--- src/rtl/sync_timing_gen.sv ---
module sync_timing_gen #(
  parameter int LINE_CLKS   = 780,
  parameter int HD_HIGH     = 78,
  parameter int FRAME_LINES = 525,
  parameter int VD_LINES    = 9,
  parameter int VD_DELAY    = 20,
  localparam int PW = $clog2(LINE_CLKS),
  localparam int LW = $clog2(FRAME_LINES + 1)
) (
  input  logic          clk,
  input  logic          rst,
  output logic          hd,
  output logic          vd,
  output logic          frame_start,
  output logic [LW-1:0] line_no,
  output logic [PW-1:0] pix_cnt
);

  logic          run;
  logic [PW-1:0] pix_n;
  logic [LW-1:0] line_n;
  logic          vd_n;

  wire eol  = pix_cnt == PW'(LINE_CLKS - 1);
  wire eof  = line_no == LW'(FRAME_LINES);

  assign pix_n  = (!run || eol) ? '0 : pix_cnt + 1'b1;
  assign line_n = !run ? LW'(1) : !eol ? line_no : eof ? LW'(1) : line_no + 1'b1;

  // vd window: from (line 1, VD_DELAY) up to (line VD_LINES+1, VD_DELAY)
  wire vd_first = line_n == LW'(1) && pix_n >= PW'(VD_DELAY);
  wire vd_mid   = line_n >  LW'(1) && line_n <= LW'(VD_LINES);
  wire vd_last  = line_n == LW'(VD_LINES + 1) && pix_n < PW'(VD_DELAY);
  assign vd_n   = vd_first || vd_mid || vd_last;

  always_ff @(posedge clk) begin
    if (rst) begin
      run         <= 1'b0;
      pix_cnt     <= '0;
      line_no     <= LW'(1);
      hd          <= 1'b0;
      vd          <= 1'b0;
      frame_start <= 1'b0;
    end else begin
      run         <= 1'b1;
      pix_cnt     <= pix_n;
      line_no     <= line_n;
      hd          <= pix_n < PW'(HD_HIGH);
      vd          <= vd_n;
      frame_start <= pix_n == '0 && line_n == LW'(1);
    end
  end

  AST_PIX_IN_LINE: assert property (@(posedge clk) disable iff (rst)
    pix_cnt <= PW'(LINE_CLKS - 1));
  AST_PIX_STEP: assert property (@(posedge clk) disable iff (rst)
    $past(run) && !$past(rst) && $past(pix_cnt) != PW'(LINE_CLKS - 1) |-> pix_cnt == $past(pix_cnt) + 1'b1);
  AST_HD_RISE_AT_ZERO: assert property (@(posedge clk) disable iff (rst)
    $rose(hd) |-> pix_cnt == '0);
  AST_HD_FALL_AT_WIDTH: assert property (@(posedge clk) disable iff (rst)
    $fell(hd) |-> pix_cnt == PW'(HD_HIGH));
  AST_LINE_IN_FRAME: assert property (@(posedge clk) disable iff (rst)
    line_no >= LW'(1) && line_no <= LW'(FRAME_LINES));
  AST_VD_RISE_POS: assert property (@(posedge clk) disable iff (rst)
    $rose(vd) |-> line_no == LW'(1) && pix_cnt == PW'(VD_DELAY));
  AST_VD_FALL_POS: assert property (@(posedge clk) disable iff (rst)
    $fell(vd) |-> line_no == LW'(VD_LINES + 1) && pix_cnt == PW'(VD_DELAY));
  AST_VD_EDGE_IN_HD: assert property (@(posedge clk) disable iff (rst)
    vd != $past(vd) |-> hd && $past(hd));
  AST_FRAME_START_POS: assert property (@(posedge clk) disable iff (rst)
    frame_start |-> line_no == LW'(1) && pix_cnt == '0 && hd);
  AST_RESET_CLEAR: assert property (@(posedge clk)
    rst |=> !hd && !vd && !frame_start && pix_cnt == '0 && line_no == LW'(1));
  AST_RELEASE_ORIGIN: assert property (@(posedge clk)
    $past(rst) && !rst |-> ##0 1'b1 ##1 (rst || (frame_start && hd && pix_cnt == '0)));

endmodule

--- config.mk ---
export PLATFORM = sky130hd
export DESIGN_NAME = sync_timing_gen
export DESIGN_NICKNAME = d
export VERILOG_FILES = /design/src/rtl/sync_timing_gen.sv
export SDC_FILE = /design/constraint.sdc
export NUM_CORES = 1
export LEC_CHECK = 0
export CAP_MARGIN = 40
export CORE_MARGIN = 2
export CORE_UTILIZATION = 52
export DETAILED_ROUTE_END_ITERATION = 10
export PLACE_DENSITY = 0.84
export RECOVER_POWER = 100
export SYNTH_ARGS = -nofsm -noshare
export SYNTH_HDL_FRONTEND = slang
export SYNTH_SLANG_ARGS = --single-unit
--- constraint.sdc ---
create_clock -name clk -period 3.2 [get_ports clk]
set_clock_uncertainty 0.1 [all_clocks]
set_input_delay 0.48 -clock clk [delete_from_list [all_inputs] [get_ports clk]]
set_output_delay 0.48 -clock clk [all_outputs]
set_load 0.02 [all_outputs]
==> reports/qor.txt <==
Status: completed
Power share of the clock group: 27.9%
Setup TNS: 0 ns
Layout area overhead: 15.2%
DR vias/cell: 6.11
Core ar.: 2730 sq um
Largest net degree at the start of global routing: 13
Initial antenna violation count: 0
Reg2Reg Capture Point: vd
Synth Area per Inst: 8.29 sq um
Cts hold-fix bufs: 0
GRT overflow: 0
CP endpoint kind: flop
First-pass DRT Iterations: 4
Setup Viol. Count Final: 0
Post-CTS Setup Inserts: 0
Vias in the first global route: 1297
N_diodes: 0
Vias post-DR: 1380
Overall global routing resource usage: 21.4%
RR Startpoint: pix_cnt[1]
Hold path start: pix_cnt[0]
Synth warnings: 0
I/O Buffers: 24
CTS clock-pin slew for the worst setup and hold paths: 0.12 ns
WL final: 3270 um
Final min period: 2.76 ns
Remaining DRCs: 0
Slew margin rel.: 41.4%
RSZ-0062 raised after global routing: false
Yosys cell types: 52
DRT iter0 DRCs: 48
Internal power: 0.356 mW
R2R setup slack: 0.44 ns
Routed WL per cell: 14.4 um
Sequential share of power: 66.9%
Critical Path Source: pix_cnt[1]
Total die area: 3310 sq um
Maximum clock rate: 363 MHz
Worst-Skew Late Latency: 0.30 ns
Hold WS: 0.416 ns
Worst EP arrival: 2.89 ns
# H-tree levels: 1
Yosys reg bits: 24
Min-Delay Path Class: flop to flop
CTS tree: yes
Critical Path Source Type: flop
Final Slew Violations: 0
Final Hold Vio Count: 0
Fin nets: 202
Post_cts resized: 0
Initial core utilization: 54.6%
Synth Flop Type: dfxtp_1
# Max-Cap Violations: 0
Period utilisation layout: 86.2%
First-pass GRT wire length: 5710 um
# rows: 19
Final Instance Count excl. Fillers: 226
Synth Instances: 180
Worst Path Max Fanout: 9
Net Sw Power: 0.101 mW
GP Congestion: 0.959
Number of cells on the worst reg-to-reg path: 7
Post-synth EDFFs: 0
Worst-margin pin slew: 0.872 ns
Worst setup path class: flop to flop
WHS Endpoint: pix_cnt[0]
Seq/Total Area, Yosys: 32.2%
CTS Buf Count: 3
WP data required: 3.33 ns
Syn nets: 185
Sw frac: 22.1%
Placed Instances: 223
Die W: 57.6 um
Logic pwr share: 5.2%
Cell leakage power: 0.623 nW
Layout cell share with drive strength beyond 1: 4.62%
Synthesized cell area: 1490 sq um
Power Dens Cells: 266 nW/um^2
Post-synth ARST share: 0%
Die H: 57.6 um
CTS Root Cell: clkbuf_4
Worst vdd ir: 0.000203 V
Hold Path Stages: 1
Post-route antenna net violation count: 0
# clock sinks: 24
Num ports: 25
Post-DP HPWL: 2460 um
Clock Path Buffers: 2
## cell families (layout without fill, tap and decap cells)
| family | Yosys count | after routing | share of synthesized area [%] |
|---|---|---|---|
| simple gates | 89 | 89 | 33.5 |
| compound gates | 25 | 25 | 12.8 |
| flops | 24 | 24 | 32.2 |
| xor+xnor | 21 | 21 | 12.3 |
| buf+inv | 15 | 30 | 4.53 |
| fa+ha+maj | 3 | 3 | 2.52 |
| mux | 3 | 3 | 2.10 |
## routing by layer
| metal | track usage (%) | share of wire, % |
|---|---|---|
| met5 | 0 | 0 |
| met4 | 8.97 | 1.3 |
| met3 | 3.63 | 5.8 |
| met2 | 33.0 | 46 |
| met1 | 29.7 | 47 |
## power by group through the flow
| stage | clock [mW] | combinational [mW] | sequential [mW] |
|---|---|---|---|
| finish | 0.127 | 0.0238 | 0.306 |
| global route | 0.144 | 0.0263 | 0.307 |
| CTS | 0.131 | 0.0261 | 0.306 |
| detailed placement | 0 | 0.0259 | 0.313 |
| global placement | 0 | 0.0255 | 0.312 |
| floorplan | 0 | 0.0125 | 0.315 |
## area by class of cell
type / count / area (sq um)
Timing Repair Buffer: 24 / 240
Multi-Input combinational cell: 141 / 925
Sequential cell: 24 / 480
Tap cell: 31 / 38.8
Fill cell: 239 / 1020
Clock buffer: 3 / 22.5
Inverter: 3 / 11.3
## worst max path at each step
| stage | to | slack (ns) | cells after the start |
|---|---|---|---|
| final | vd | 0.44 | 7 |
| after global placement | frame_start | 0.93 | 7 |
| after CTS | vd | 0.75 | 7 |
| after floorplan | frame_start | 0.78 | 9 |
| after global routing | vd | 0.24 | 7 |
| after detailed placement | vd | 0.79 | 7 |
## state kept, by name, indices dropped and copies added, names as in the netlist
register / flops
frame_start: 1
hd: 1
line_no: 10
pix_cnt: 10
run: 1
vd: 1
## layout by cell type (no fill, tap or decap), types with 3 or more instances in the layout
| cell | instances |
|---|---|
| dfxtp_1 | 24 |
| dlygate4sd3_1 | 24 |
| nand4_1 | 5 |
| and3_1 | 5 |
| xnor2_1 | 9 |
| nor3_1 | 4 |
| a21oi_1 | 3 |
| o211ai_1 | 4 |
| nand2_1 | 17 |
| or3_1 | 5 |
| nand3_1 | 9 |
| ha_1 | 3 |
| clkbuf_4 | 3 |
| nor2_1 | 22 |
| xor2_1 | 12 |
## through the flow
step | area [sq um] | setup WS [ns] | power [mW] | utilization [%]
3_5_place_dp | 1710 | 0.790 | 0.338 | 62.7
4_1_cts | 1740 | 0.751 | 0.463 | 63.5
3_3_place_gp | 1710 | 0.929 | 0.338 | 62.7
2_1_floorplan | 1490 | 0.784 | 0.328 | -
6_report | 1720 | 0.441 | 0.457 | 62.8
5_1_grt | 1720 | 0.239 | 0.477 | 62.8
## worst max-delay path: stages, from the launching register on
cell and delay [ns]:
dfxtp_1 0.45, ha_1 0.36, nand2_1 0.16, nor3_1 0.74, and4_1 0.31, o211ai_1 0.13
a41o_1 0.25, nor4_2 0.20
## synth_stat cells (all sizes together) (4+ instances only)
cell | n | share of area [%]
and3 | 5 | 2.1
clkbuf | 9 | 2.3
dfxtp | 24 | 32
nand2 | 17 | 4.3
nand3 | 9 | 3.0
nand4 | 5 | 2.1
nor2 | 22 | 5.5
nor3 | 4 | 2.1
nor4 | 4 | 2.5
o211ai | 4 | 2.3
or3 | 6 | 2.9
xnor2 | 9 | 5.3
xor2 | 12 | 7.0
Note: power is estimated with default switching activity, not from simulation.
